$ cat config.mk
export PLATFORM = sky130hd
export DESIGN_NAME = dual_timer_ctl
export DESIGN_NICKNAME = d
export VERILOG_FILES = /design/src/rtl/dtc_pkg.sv /design/src/rtl/dtc_regs.sv /design/src/rtl/dtc_half.sv /design/src/rtl/dual_timer_ctl.sv
export SDC_FILE = /design/constraint.sdc
export NUM_CORES = 1
export LEC_CHECK = 0
export ABC_AREA = 1
export BUFFER_PORTS_ARGS = -buffer_cell sky130_fd_sc_hd__clkbuf_2
export CAP_MARGIN = 10
export CELL_PAD_IN_SITES_DETAIL_PLACEMENT = 1
export CELL_PAD_IN_SITES_GLOBAL_PLACEMENT = 1
export CORE_ASPECT_RATIO = 1.5
export CORE_MARGIN = 1
export CORE_UTILIZATION = 30
export CTS_CLUSTER_DIAMETER = 150
export DETAILED_ROUTE_END_ITERATION = 12
export PLACE_DENSITY_LB_ADDON = 0.05
export SETUP_SLACK_MARGIN = 0.1
export SLEW_MARGIN = 10
export SYNTH_ARGS = -nofsm -noshare
export SYNTH_HDL_FRONTEND = slang
export SYNTH_HIERARCHICAL = 1
export SYNTH_SLANG_ARGS = --single-unit
$ cat constraint.sdc
create_clock -name clk -period 1.5 [get_ports clk]
set_clock_uncertainty 0.2 [all_clocks]
set_input_delay 0.15 -clock clk [delete_from_list [all_inputs] [get_ports clk]]
set_output_delay 0.15 -clock clk [all_outputs]
set_load 0.02 [all_outputs]
$ cat src/rtl/dtc_pkg.sv
package dtc_pkg;

  typedef enum logic [1:0] {
    EDGE_RISE = 2'd0,
    EDGE_FALL = 2'd1,
    EDGE_OFF  = 2'd2,
    EDGE_ANY  = 2'd3
  } edge_sel_e;

  typedef struct packed {
    logic      inv;
    logic      trig_en;
    edge_sel_e edge_sel;
    logic      stall;
    logic      en;
  } half_cfg_t;

  localparam int NUM_HALVES  = 2;
  localparam int HALF_STRIDE = 8;
  // Implemented bits of the control word, bits 0-6 and 8-11,13,14.
  localparam logic [31:0] CTL_MASK = 32'h0000_6F7F;

endpackage

$ cat src/rtl/dtc_regs.sv
module dtc_regs
  import dtc_pkg::*;
(
  input  logic        clk,
  input  logic        rst_n,
  input  logic        reg_wr,
  input  logic [31:0] reg_wdata,
  output logic [31:0] reg_rdata,
  output half_cfg_t   cfg [NUM_HALVES],
  output logic        run_in_halt
);

  logic [31:0] ctl_q;

  always_ff @(posedge clk) begin
    if (!rst_n) begin
      ctl_q <= '0;
    end else if (reg_wr) begin
      ctl_q <= reg_wdata & CTL_MASK;
    end
  end

  assign reg_rdata   = ctl_q;
  assign run_in_halt = ctl_q[4];

  for (genvar h = 0; h < NUM_HALVES; h++) begin : g_cfg
    localparam int B = h * HALF_STRIDE;
    assign cfg[h].en       = ctl_q[B + 0];
    assign cfg[h].stall    = ctl_q[B + 1];
    assign cfg[h].edge_sel = edge_sel_e'(ctl_q[B + 3 : B + 2]);
    assign cfg[h].trig_en  = ctl_q[B + 5];
    assign cfg[h].inv      = ctl_q[B + 6];
  end

  // a write lands with reserved positions cleared
  a_r1_write_mask: assert property (@(posedge clk) disable iff (!rst_n)
    reg_wr |=> (reg_rdata == ($past(reg_wdata) & CTL_MASK)));

endmodule

$ cat src/rtl/dtc_half.sv
module dtc_half
  import dtc_pkg::*;
#(
  parameter int CNT_W    = 16,
  parameter int LOAD_VAL = 1000
) (
  input  logic             clk,
  input  logic             rst_n,
  input  half_cfg_t        cfg,
  input  logic             run_in_halt,
  input  logic             dbg_halt,
  input  logic             rtc_mode,
  input  logic             pwm_raw,
  output logic             pwm_out,
  output logic             evt_irq,
  output logic             adc_trig,
  output logic [CNT_W-1:0] count
);

  localparam logic [CNT_W-1:0] RELOAD = CNT_W'(LOAD_VAL);

  logic [CNT_W-1:0] cnt_q;
  logic             prev_q, irq_q, trig_q;
  logic             freeze, run, at_zero, rise, fall, hit;

  assign freeze  = dbg_halt && !run_in_halt && (cfg.stall || rtc_mode);
  assign run     = cfg.en && !freeze;
  assign at_zero = (cnt_q == '0);
  assign pwm_out = pwm_raw ^ cfg.inv;
  assign rise    = pwm_out && !prev_q;
  assign fall    = !pwm_out && prev_q;

  always_comb begin
    unique case (cfg.edge_sel)
      EDGE_RISE: hit = rise;
      EDGE_FALL: hit = fall;
      EDGE_ANY:  hit = rise || fall;
      default:   hit = 1'b0;
    endcase
  end

  always_ff @(posedge clk) begin
    if (!rst_n) begin
      cnt_q  <= RELOAD;
      prev_q <= 1'b0;
      irq_q  <= 1'b0;
      trig_q <= 1'b0;
    end else begin
      prev_q <= pwm_out;
      irq_q  <= cfg.en && hit;
      trig_q <= run && at_zero && cfg.trig_en;
      if (run) begin
        cnt_q <= at_zero ? RELOAD : cnt_q - 1'b1;
      end
    end
  end

  assign evt_irq  = irq_q;
  assign adc_trig = trig_q;
  assign count    = cnt_q;

  // a disabled half keeps its count
  a_r2_disabled_hold: assert property (@(posedge clk) disable iff (!rst_n)
    !cfg.en |=> $stable(cnt_q));

  // debug halt with stall selected freezes the count
  a_r4_stall_freeze: assert property (@(posedge clk) disable iff (!rst_n)
    (dbg_halt && cfg.stall && !run_in_halt) |=> $stable(cnt_q));

  // a running count at zero comes back as the reload value
  a_r3_reload: assert property (@(posedge clk) disable iff (!rst_n)
    (run && at_zero) |=> (cnt_q == RELOAD));

  // a trigger only accompanies a freshly reloaded count
  a_r7_trig_at_reload: assert property (@(posedge clk) disable iff (!rst_n)
    trig_q |-> (cnt_q == RELOAD));

  // the reserved mode raises nothing
  a_r10_mode_off: assert property (@(posedge clk) disable iff (!rst_n)
    (cfg.edge_sel == EDGE_OFF) |=> !irq_q);

endmodule

$ cat src/rtl/dual_timer_ctl.sv
module dual_timer_ctl
  import dtc_pkg::*;
#(
  parameter int CNT_W    = 16,
  parameter int LOAD_VAL = 1000
) (
  input  logic             clk,
  input  logic             rst_n,
  input  logic             reg_wr,
  input  logic [31:0]      reg_wdata,
  output logic [31:0]      reg_rdata,
  input  logic             dbg_halt,
  input  logic             rtc_mode,
  input  logic [1:0]       pwm_raw,
  output logic [1:0]       pwm_out,
  output logic [1:0]       evt_irq,
  output logic [1:0]       adc_trig,
  output logic [CNT_W-1:0] count_a,
  output logic [CNT_W-1:0] count_b
);

  half_cfg_t        cfg [NUM_HALVES];
  logic             run_in_halt;
  logic [CNT_W-1:0] cnt [NUM_HALVES];

  dtc_regs u_regs (
    .clk         (clk),
    .rst_n       (rst_n),
    .reg_wr      (reg_wr),
    .reg_wdata   (reg_wdata),
    .reg_rdata   (reg_rdata),
    .cfg         (cfg),
    .run_in_halt (run_in_halt)
  );

  for (genvar h = 0; h < NUM_HALVES; h++) begin : g_half
    dtc_half #(
      .CNT_W    (CNT_W),
      .LOAD_VAL (LOAD_VAL)
    ) u_half (
      .clk         (clk),
      .rst_n       (rst_n),
      .cfg         (cfg[h]),
      .run_in_halt (run_in_halt),
      .dbg_halt    (dbg_halt),
      .rtc_mode    (rtc_mode),
      .pwm_raw     (pwm_raw[h]),
      .pwm_out     (pwm_out[h]),
      .evt_irq     (evt_irq[h]),
      .adc_trig    (adc_trig[h]),
      .count       (cnt[h])
    );
  end

  assign count_a = cnt[0];
  assign count_b = cnt[1];

endmodule

== After elaboration in Yosys (flattened, before gate mapping) ==
Cells that the tools add are included.
Storage, ports and cells
  register bits after elaboration: 51
  input port bits: 39
  word-level logic and storage cells: 51
  output and inout bits: 70
Operators by class
  bitwise logic cells: 2
  $add $sub $neg: 2
  mux-type cells: 4
  reductions and logical operators: 30
  equal/unequal tests: 4
Operators with widths (count)
  16-bit logical NOT: 2
  16-bit 2-to-1 mux: 2
  16-bit by 1-bit subtractor with 16-bit output, second input constant: 2
  1-bit logical AND: 15
  1-bit logical NOT: 7
  1-bit case mux with 3 select lines: 2
  2-bit by 1-bit == test with 1-bit output, second input constant: 2
  2-bit == test, second input constant: 2
  2-bit logical NOT: 2
  1-bit logical OR: 4
  1-bit XOR: 2

== Longest topological paths before layout ==
Gate-level depths: netlist (run 1).
  depth in word-level cells: 7
  mapped depth: 9
  mapped depth without buffers: 9

== By module ==
The synthesis (run 1) kept the hierarchy.
By module, submodules not included
  dtc_half: area each 1098.6 µm², cells an instance 151, instances 2, seq. area each 380.4 µm²
  dtc_regs: area each 789.5 µm², cells an instance 115, instances 1, seq. area each 260.2 µm²

== Least setup slack after synthesis (run 1) ==
Ideal clock, no wire load.
  path type: reg-to-reg
  from: register u_regs.ctl_q[6], in the netlist u_regs/reg_rdata[6]
  to: register g_half[0].u_half.irq_q
  data arrival time: 1490 ps
  buffers on the path: 0
  required time: 1222 ps
  cell stages (with the launch flop): 7
  clock period less this slack: 1768 ps
  slack: -268 ps
  setup time: 78 ps
  cell sequence: dfxtp_1 xor2_1 inv_1 ha_1 o21ai_0 a21oi_1 nor3_1
Between the ends
  longest elaborated chain between the ends: 6
  elaborated cells between the ends (all ways): 7
  those cells by class: 1 x mux; 1 x bitwise; 5 x reduce/logical
RTL lines
  from (decl): line dtc_regs.sv:13  | logic [31:0] ctl_q;
  from (signal assigned): line dtc_regs.sv:19  | ctl_q <= reg_wdata & CTL_MASK;
  1-bit XOR *: line dtc_half.sv:29  | assign pwm_out = pwm_raw ^ cfg.inv;
  named net pwm_out[0]: line dual_timer_ctl.sv:15  | output logic [1:0] pwm_out,
  1-bit logical NOT: line dtc_half.sv:31  | assign fall = !pwm_out && prev_q;
  1-bit logical AND: line dtc_half.sv:31
  1-bit logical OR: line dtc_half.sv:37  | EDGE_ANY: hit = rise || fall;
  1-bit case mux with 3 select lines *: line dtc_half.sv:34  | unique case (cfg.edge_sel)
  1-bit logical AND *: line dtc_half.sv:50  | irq_q <= cfg.en && hit;
  to (signal assigned): line dtc_half.sv:50
  to (decl): line dtc_half.sv:23  | logic prev_q, irq_q, trig_q;
Mark *: on every way through the listed nets, which the timed path passes. The rest lies on a longest branch.
A chain may end at the register's enable or synchronous reset.

== Worst setup path after layout (run 1) ==
  from: register g_half[0].u_half.cnt_q[1]
  to: register g_half[0].u_half.cnt_q[2]
Between the ends
  longest elaborated chain between the ends: 2
  elaborated cells between the ends (all ways): 3
  those cells by class: 1 x add/sub; 1 x mux; 1 x reduce/logical
RTL lines
  from (decl): line dtc_half.sv:22  | logic [CNT_W-1:0] cnt_q;
  from (signal assigned): line dtc_half.sv:53  | cnt_q <= at_zero ? RELOAD : cnt_q - 1'b1;
  16-bit by 1-bit subtractor with 16-bit output / 16-bit logical NOT (equally long branches): line dtc_half.sv:53, dtc_half.sv:28
  16-bit 2-to-1 mux *: line dtc_half.sv:53
Every way passes the cells marked *; elsewhere a longest branch is shown, timed or not.

==> metrics.txt, run 1 <==
status finished with violations; violated checks negative setup slack; CP delay by family, top simple AND/OR/NAND/NOR gates; crit path max fanout 5; DIE WIDTH 83.5 um; DR WL/cell 12.5 um; synthesis-to-finish area growth 42.8%; area of the die 10400 um2; CP max stage delay 360 ps; row count 44; setup slack, reg-to-reg -6 ps; RR Endpoint g_half[0].u_half/count[2]; fin cells 648; Routed met3 length 242 um; antenna cell count 0; placed cell area approximately 3700 um2; Post-synth EDFFs 0; total routed wirelength 8110 um; Period Utilization, post-route 100%; worst path required time 1490 ps; worst-path cell chain inv_2 -> ha_4 -> nand4_4 -> nor2_8 -> nand3_4 -> nand2_4 -> nor2_2; post-synth top area share roughly 34%; synth top area cells dfxtp_1 34%, nand2_1 11%, buf_4 8.3%; Slew headroom 62.8%; GRT Total Usage ~16%; fillcell total 1242; Synth Register Bits slightly above 50; root buffer cell clkbuf_16; Crit-path slowest cell dfxtp_4; DRC 0; Hold Path End g_half[0].u_half/prev_q; Avg Cell Area, Syn 7.16 um2; pin count of the biggest net entering global routing 27; static leakage 0.00210 uW; Overflow after GRT 0; met2 routed WL 4750 um; minimum clock period 1510 ps; fmax approximately 660 MHz; sequential share of power around two fifths; post-synth cell types 27; initial antenna violation count 0; Iteration-0 DRC Markers 41; worst slew pin tran 558 ps; Switching Fraction between 20% and 30%; via count 2845; clk_lat worst skew 290 ps; count leader, synth nand2_1; core area between 9000 and 10000 um2; WS Path Type reg -> reg; Clock power frac between 30% and 40%; RSZ-0062 raised after global routing true; Worst Reg2Reg Path Length in Cells 7; metal1 wirelength 2970 um; hold wc startpoint pwm_raw[0]; CTS tree yes; crit path buf inv count 1; Reg clk slew, reported paths 70 ps; pwr dens 827 nW/um2; vias per cell 4.39; clock buffer depth 2; Final ANT Viol Nets 0; Power Internal 2510 uW; crit end category flip-flop; vias in the first global route 2956; crit start category flip-flop; I/O Buffers 70; max layer used met4; Logic pwr share between 20% and 30%; VDD IR max 0.438 mV; first-pass GRT wire length 13400 um; GP Congestion 0.747; fin worst setup slack -5.75 ps; Power, Total 3530 uW; Initial Utilization 30.8%; Hold Crit Class in -> reg; worst hold path cell count 4; CTS sink cnt 51; Synth async-reset ratio 0%; Final Hold Vio Count 0; Syn. warnings 6; fin area about 4300 um2; Final #Nets 577; reg-to-reg critical path startpoint g_half[0].u_half/count[1]; placed cells 617; share of cells above drive strength 1 40.0%; I/O pins around 110; sequential area share after synthesis between 30% and 40%; Max Slew Vio Count 0; WP data arrival 1490 ps; NetSw 1020 uW; ys flop type dfxtp_1; # H-tree levels 2; hpwl dp 5990 um; CTS buffer count 5; Synth area leader dfxtp_1; Post-Synthesis Cells 417; setup violators final 6; Max-Cap Viols 0; fin util 44.0%; most frequent cells after synthesis 88 x nand2_1, 64 x nor2_1, 59 x inv_1; Place WS -39.7 ps; drt pass-1 iters 4; synthesized area approximately 3000 um2; DIE HEIGHT 124 um
## final cells by class
cell class,count,area (um2),share of cell area (%)
inverters,69,279,6.54
repair buffers,127,842,19.7
clock buffers,7,133,3.11
multi-input cells,278,1780,41.8
flip-flops and latches,51,1050,24.7
clock inverters,1,30.0,0.704
well taps,115,144,3.37
## layer usage
layer  vias to the layer above  global-route usage (%)
met3                         9                    2.93
met4                         0                    5.58
met2                        46                    32.3
met1                      1348                    16.0
met5                         -                       0
li1                       1442                       -
## sequential cells by signal (all words and copies together), names as in the netlist
register	count
g_half.u_half/evt_irq	2
g_half.u_half/count	32
g_half.u_half/adc_trig	2
g_half.u_half/prev_q	2
u_regs/reg_rdata	13
## layout by cell type (no fill, tap or decap), drive strengths merged
master	instances
nor3	10
ha	6
nand3	34
dfxtp	51
clkinv	4
nand2	95
nor2	78
dlygate4sd3	13
clkbuf	75
a21oi	8
inv	65
buf	46
xor2	14
bufinv	1
or2	2
o21ai	4
conb	19
nand4	8
## metrics by stage
step	TNS, ps	hold slack (ps)
2_1_floorplan	0	60.7
3_3_place_gp	-333	229
3_5_place_dp	-650	232
4_1_cts	0	28.1
5_1_grt	-1590	55.9
6_report	-10.8	33.2
## power by group through the flow
stage          Clock [uW]  Sequential, uW  Combinational (uW)
2_1_floorplan           0            1530                 432
3_3_place_gp            0            1500                 606
3_5_place_dp            0            1500                 618
4_1_cts              1380            1470                 693
5_1_grt              1420            1480                 815
6_report             1310            1470                 742
## tightest hold or removal path, cell delays in order
cell,delay (ps)
clkbuf_2,140
xor2_4,90
inv_2,70
nor2_1,40
## cell families (layout without fill, tap and decap cells)
| family | count (synthesis) | count (layout) | synth area share [%] |
|---|---|---|---|
| and+or+nand+nor | 226 | 227 | 38.5 |
| DFF | 51 | 51 | 34.2 |
| other | 1 | 19 | 0.126 |
| adders and majority gates | 6 | 6 | 2.51 |
| AOI/OAI and AO/OA | 12 | 12 | 2.01 |
| buffers and inverters | 107 | 204 | 18.5 |
| xor gates and xnor gates | 14 | 14 | 4.11 |
## worst max path at each step
| stage | cells after the start | end | startpoint |
|---|---|---|---|
| after floorplan | 6 | g_half[0].u_half/evt_irq | u_regs/reg_rdata[6] |
| after global placement | 8 | g_half[1].u_half/count[3] | g_half[1].u_half/count[1] |
| after detailed placement | 8 | g_half[0].u_half/count[3] | g_half[0].u_half/count[1] |
| after CTS | 7 | g_half[0].u_half/count[1] | u_regs/reg_rdata[4] |
| after global routing | 7 | g_half[1].u_half/count[11] | g_half[1].u_half/count[5] |
| final | 7 | g_half[0].u_half/count[2] | g_half[0].u_half/count[1] |
## repair_timing
item | CTS | global route
hold buffers | 13 | 0
hold endpoints to repair | 13 | 0
setup buffers | 6 | 3
gates resized for setup | 20 | 43
endpoints found under the setup margin | 35 | 38
pin swaps | 13 | 20
gates cloned | 1 | 0
No activity file was read; power rests on OpenSTA's default activity.
==> run 2: changes to the inputs <==
--- a/config.mk
+++ b/config.mk
@@ -5,7 +5,6 @@
 export SDC_FILE = /design/constraint.sdc
 export NUM_CORES = 1
 export LEC_CHECK = 0
-export ABC_AREA = 1
 export BUFFER_PORTS_ARGS = -buffer_cell sky130_fd_sc_hd__clkbuf_2
 export CAP_MARGIN = 10
 export CELL_PAD_IN_SITES_DETAIL_PLACEMENT = 1
==> run 2 against run 1 <==
The run still ends with negative setup slack left. Area after synthesis is 8.6% lower. Critical path type unchanged. Register-to-register slack worse by 510 ps. Non-clock buffer count is 67 higher. Largest cell class unchanged. Cell count is 9.9% lower.
==> metrics.txt, run 2 <==
largest family of logic cells by synthesized area simple AND/OR/NAND/NOR gates; row count between 40 and 50; fin cells 584; CTS sink cnt 51; Synth async-reset ratio 0%; most frequent cells in the layout 90 x buf_4, 66 x clkbuf_2, 38 x dfxtp_1; Initial Utilization 30.9%; pwr dens 727 nW/um2; Post-Synthesis Cells 295; Worst Reg2Reg Path Length in Cells 4; root buffer cell clkbuf_16; max FFs per register 32; clk_lat worst skew 300 ps; crit end category flip-flop; Post-synth EDFFs 0; RSZ-0062 raised after global routing true; via count roughly 2700; Reg clk slew, reported paths ~70 ps; CTS buffer count 5; Final Hold Vio Count 0; I/O pins 109; adder-cell share of the synthesized area under 10%; GP Congestion 0.744; RR Endpoint g_half[1].u_half/count[11]; antenna cell count 0; crit path max fanout 3; I/O Buffers 70; Syn. warnings 6; mux cell area share after synthesis 6.23%; static leakage 0.00199 uW; status finished with violations; fin util between 50% and 60%; worst hold path cell count 3; GRT Total Usage between 15 and 20%; Synth Register Bits 51; NetSw 907 uW; minimum clock period ~2000 ps; CTS tree yes; share of cells above drive strength 1 53.4%; Max-Cap Viols 0; Clock power frac 37.5%; crit start category flip-flop; post-synthesis xor/xnor area fraction 3.85%; DRC 0; count leader, synth dfxtp_1; Overflow after GRT 0; synth top area cells dfxtp_1 37%, buf_4 8.8%, mux2i_1 6.2%; Iteration-0 DRC Markers 54; ys flop type dfxtp_1; Avg Cell Area, Syn 9.25 um2; Final #Nets roughly 520; most frequent cells after synthesis 51 x dfxtp_1, 32 x buf_4, 18 x nor2_1; # H-tree levels 2; Hold Crit Class in -> reg; WP data arrival approximately 2000 ps; Switching Fraction 27.2%; Simple-Gate Fraction of Synth Area 22.4%; fmax 497 MHz; Logic pwr share 19.7%; VDD IR max around 0.43 mV; worst path required time 1530 ps; fillcell total ~1000; setup slack, reg-to-reg -510 ps; vias in the first global route between 2000 and 3000; vias per cell 4.69; sequential area share after synthesis between 30 and 40%; hold wc startpoint rst_n; CP startpoint g_half[1].u_half/count[7]; reg-to-reg critical path startpoint g_half[1].u_half/count[7]; FF/Latch Area 1060 um2; area of the die around 9500 um2; synthesized area 2730 um2; WS Path Type reg -> reg; most common cell after layout, fill and taps aside buf_4; Final ANT Viol Nets 0; area taken by multi-input logic gates 1750 um2; sequential share of power 42.8%; placed cells between 500 and 600; core area 8830 um2; DR WL/cell ~14 um; fin worst setup slack -512 ps; DIE WIDTH between 70 and 80 um; total routed wirelength ~8300 um; DIE HEIGHT ~120 um; drt pass-1 iters 3; Hold Path End g_half[0].u_half/count[8]; post-synth top area share a little under two fifths; violated checks negative setup slack; Synth area leader dfxtp_1; Max Slew Vio Count 0; Period Utilization, post-route 134%; first-pass GRT wire length 13400 um; pin count of the biggest net entering global routing 40; Compound-Gate Fraction of Synth Area 14.7%; initial antenna violation count 0; post-synth cell types 43; Power Internal ~2400 uW; synthesis-to-finish area growth 68.2%; hpwl dp 6140 um; setup violators final 34; clock buffer depth 2
-- run 2: what timing repair did --
action	4_1_cts	5_1_grt
hold buffers	13	0
endpoints found under the hold margin	13	0
endpoints found under the setup margin	39	40
pin swaps	19	12
setup buffers	12	8
gates resized for setup	52	21
-- run 2: layout make-up --
cell class                      count  area share (%)
Sequential cell                    51            23.1
Tap cell                          110            3.00
Clock buffer                        8            3.43
Multi-Input combinational cell    209            38.0
Inverter                           12            1.04
Timing Repair Buffer              194            31.4
-- run 2: metal layers --
metal  track usage, %  share of wire (%)  routed length (um)
met5                0                  0                   0
met4             5.36                1.2                 102
met3             2.91                3.2                 263
met2             36.8                 58                4840
met1             18.3                 38                3140
-- run 2: power by group through the flow --
stage	sequential (uW)	clock, uW	combinational (uW)
after floorplan	1480	0	356
after global placement	1460	0	541
after detailed placement	1460	0	549
after CTS	1430	1310	639
after global routing	1440	1350	713
final	1430	1250	656
-- run 2: how the worst max path moves through the flow --
| stage | to | slack [ps] |
|---|---|---|
| after floorplan | g_half[0].u_half/count[11] | -440 |
| after global placement | g_half[1].u_half/count[11] | -440 |
| after detailed placement | g_half[1].u_half/count[11] | -490 |
| after CTS | g_half[1].u_half/count[11] | -490 |
| after global routing | g_half[1].u_half/count[11] | -550 |
| final | g_half[1].u_half/count[11] | -510 |
-- run 2: cell families (layout without fill, tap and decap cells) --
group / after synthesis / after routing
simple gates: 103 / 103
buf+inv: 53 / 214
compound gates: 52 / 52
flops: 51 / 51
mux: 17 / 17
xor+xnor: 12 / 12
fa+ha+maj: 6 / 6
other cells: 1 / 19
-- run 2: critical path, stage by stage, from the launching register on --
cell     delay (ps)
dfxtp_4         350
or4_4           530
or3_4           340
or3_4           380
a21oi_4         150
-- run 2: per-stage QoR --
stage	hold WS, ps	instance area (um2)	power, uW	setup WS, ps	TNS (ps)
after floorplan	76.8	2940	1840	-436	-7130
after global placement	208	3830	2000	-440	-9730
after detailed placement	219	3830	2010	-492	-10720
after CTS	43.9	4470	3370	-493	-9490
after global routing	58.8	4590	3500	-553	-12850
final	50.7	4590	3340	-512	-10210
==> run 3: changes to the inputs <==
--- a/config.mk
+++ b/config.mk
@@ -14,7 +14,7 @@
 export CORE_UTILIZATION = 30
 export CTS_CLUSTER_DIAMETER = 150
 export DETAILED_ROUTE_END_ITERATION = 12
-export PLACE_DENSITY_LB_ADDON = 0.05
+export PLACE_DENSITY = 0.83
 export SETUP_SLACK_MARGIN = 0.1
 export SLEW_MARGIN = 10
 export SYNTH_ARGS = -nofsm -noshare
==> run 3 against run 2 <==
The flow still finishes with violations (negative setup slack). Worst setup slack improved by 46 ps. Clock power decreased by 10%. Sequential cell count unchanged. Sequential power about the same. Design area decreased by 2.8%. First-iteration DRC count increased by 15%. Register-to-register slack improved by 50 ps. Non-clock buffer count decreased by 15. Critical path depth unchanged. Count of clock-buffer cells in the layout decreased by 1. Critical endpoint is now g_half[0].u_half/count[11]. Largest cell class unchanged. Largest power group unchanged. Highest routed layer unchanged.
==> metrics.txt, run 3 (same netlist as run 2, synthesis figures left out) <==
status finished with violations; violated checks negative setup slack; vias per cell about 4.9; max FFs per register 32; Max-Cap Viols 0; antenna cell count 0; WP data arrival 2000 ps; Overflow after GRT 0; root buffer cell clkbuf_16; WS Path Type reg -> reg; RR Endpoint g_half[0].u_half/count[11]; synthesis-to-finish area growth 63.5%; CP max stage delay 510 ps; Crit-path slowest cell or4_4; reg-to-reg critical path startpoint g_half[0].u_half/count[6]; vias in the first global route 3133; first-pass GRT wire length ~15000 um; I/O Buffers 70; worst path required time roughly 1500 ps; Initial Utilization a little under a third; DRC 0; DIE HEIGHT approximately 120 um; most used cell, CP or3_4; total routed wirelength 9830 um; most frequent cells in the layout 79 x buf_4, 66 x clkbuf_2, 41 x dfxtp_1; RSZ-0062 raised after global routing true; crit start category flip-flop; GRT Total Usage 20.5%; CP startpoint g_half[0].u_half/count[6]; static leakage about 0.0019 uW; fmax 509 MHz; fillcell total 1004; Hold Crit Class in -> reg; drt pass-1 iters 4; Reg clk slew, reported paths 70 ps; DIE WIDTH 79.9 um; CTS sink cnt 51; Final Hold Vio Count 0; worst-path cell chain or4_4 -> or3_4 -> or3_4 -> a21oi_2; row count 42; pwr dens 725 nW/um2; setup violators final 35; clk_lat worst skew 290 ps; VDD IR max 0.481 mV; minimum clock period 1970 ps; Iteration-0 DRC Markers 62; most common cell after layout, fill and taps aside buf_4; crit end category flip-flop; core area 8830 um2; Final #Nets 503; placed cells approximately 530; hpwl dp 6330 um; Max Slew Vio Count 0; area of the die 9490 um2; setup slack, reg-to-reg -470 ps; via count 2810; clock buffer depth 2; CTS tree yes; Final ANT Viol Nets 0; initial antenna violation count 0; CTS buffer count 5; fin worst setup slack -466 ps; GP Congestion 0.857; Worst Reg2Reg Path Length in Cells 4; # H-tree levels 2; setup TNS -10690 ps; Worst Setup EP g_half[0].u_half/count[11]; fin cells 569; pin count of the biggest net entering global routing 48; share of cells above drive strength 1 51.9%; crit path max fanout 4; DR WL/cell 17.3 um; I/O pins 109; Period Utilization, post-route 131%
run 3: changes by cell type in the layout (fill, tap and decap cells not counted), moves of 2 or more:
cell / delta
buf_4: -11
dfxtp_1: +3
ha_4: +2
buf_6: -3
or3_1: +2
inv_1: -2
or3_4: -2
ha_1: -2
dfxtp_2: -3
run 3: how the worst min path moves through the flow:
stage                             start                   endpoint  depth (start not counted)  slack, ps
after floorplan                   rst_n       u_regs/reg_rdata[14]                          1         80
after global placement    reg_wdata[13]       u_regs/reg_rdata[13]                          3        220
after detailed placement   reg_wdata[8]        u_regs/reg_rdata[8]                          3        220
after CTS                         rst_n  g_half[0].u_half/count[8]                          3         70
after global routing              rst_n  g_half[1].u_half/count[8]                          3         80
final                             rst_n  g_half[1].u_half/count[8]                          3         70
run 3: per-stage QoR:
| step | total power, uW | instance area (um2) | hold WS (ps) | setup WS (ps) | utilization, % |
|---|---|---|---|---|---|
| after floorplan | 1840 | 2940 | 76.8 | -436 | - |
| after global placement | 1980 | 3710 | 217 | -429 | 42.1 |
| after detailed placement | 2010 | 3710 | 217 | -479 | 42.1 |
| after CTS | 3240 | 4320 | 68.3 | -480 | 49.0 |
| after global routing | 3370 | 4460 | 75.1 | -513 | 50.6 |
| final | 3240 | 4460 | 70.6 | -466 | 50.6 |
run 3: worst max-delay path: cells and delay by family (launching register included):
family | cells | cell delay, ps
compound gates | 1 | 110
flops | 1 | 360
simple gates | 3 | 1230
run 3: power by group:
part | switching, uW | internal [uW] | leakage, uW
combinational | 366 | 322 | 0.00142
clock | 498 | 618 | 0.0000679
sequential | 46.8 | 1390 | 0.000419
run 3: layout make-up:
type / instances / area [um2] / share of cell area, %
tap: 110 / 138 / 3.08
inverter: 12 / 50.0 / 1.12
clock inverter: 1 / 5.00 / 0.112
sequential: 51 / 1060 / 23.7
clock buffer: 7 / 133 / 2.97
timing repair buffer: 179 / 1310 / 29.3
multi-input combinational: 209 / 1770 / 39.7
run 3: repair_timing:
| action | CTS | global route |
|---|---|---|
| gates resized for setup | 43 | 25 |
| endpoints found under the hold margin | 13 | 0 |
| endpoints found under the setup margin | 38 | 40 |
| pin swaps | 23 | 10 |
| hold buffers | 13 | 0 |
| buffers inserted | 14 | 5 |
run 3: metal layers:
metal | share of wire (%) | global-route usage (%) | vias to the layer above
met4 | 4.4 | 11.7 | 0
met3 | 3.4 | 3.75 | 31
met1 | 36 | 19.4 | 1366
met2 | 57 | 39.6 | 84
li1 | - | - | 1329
met5 | 0 | 0 | -
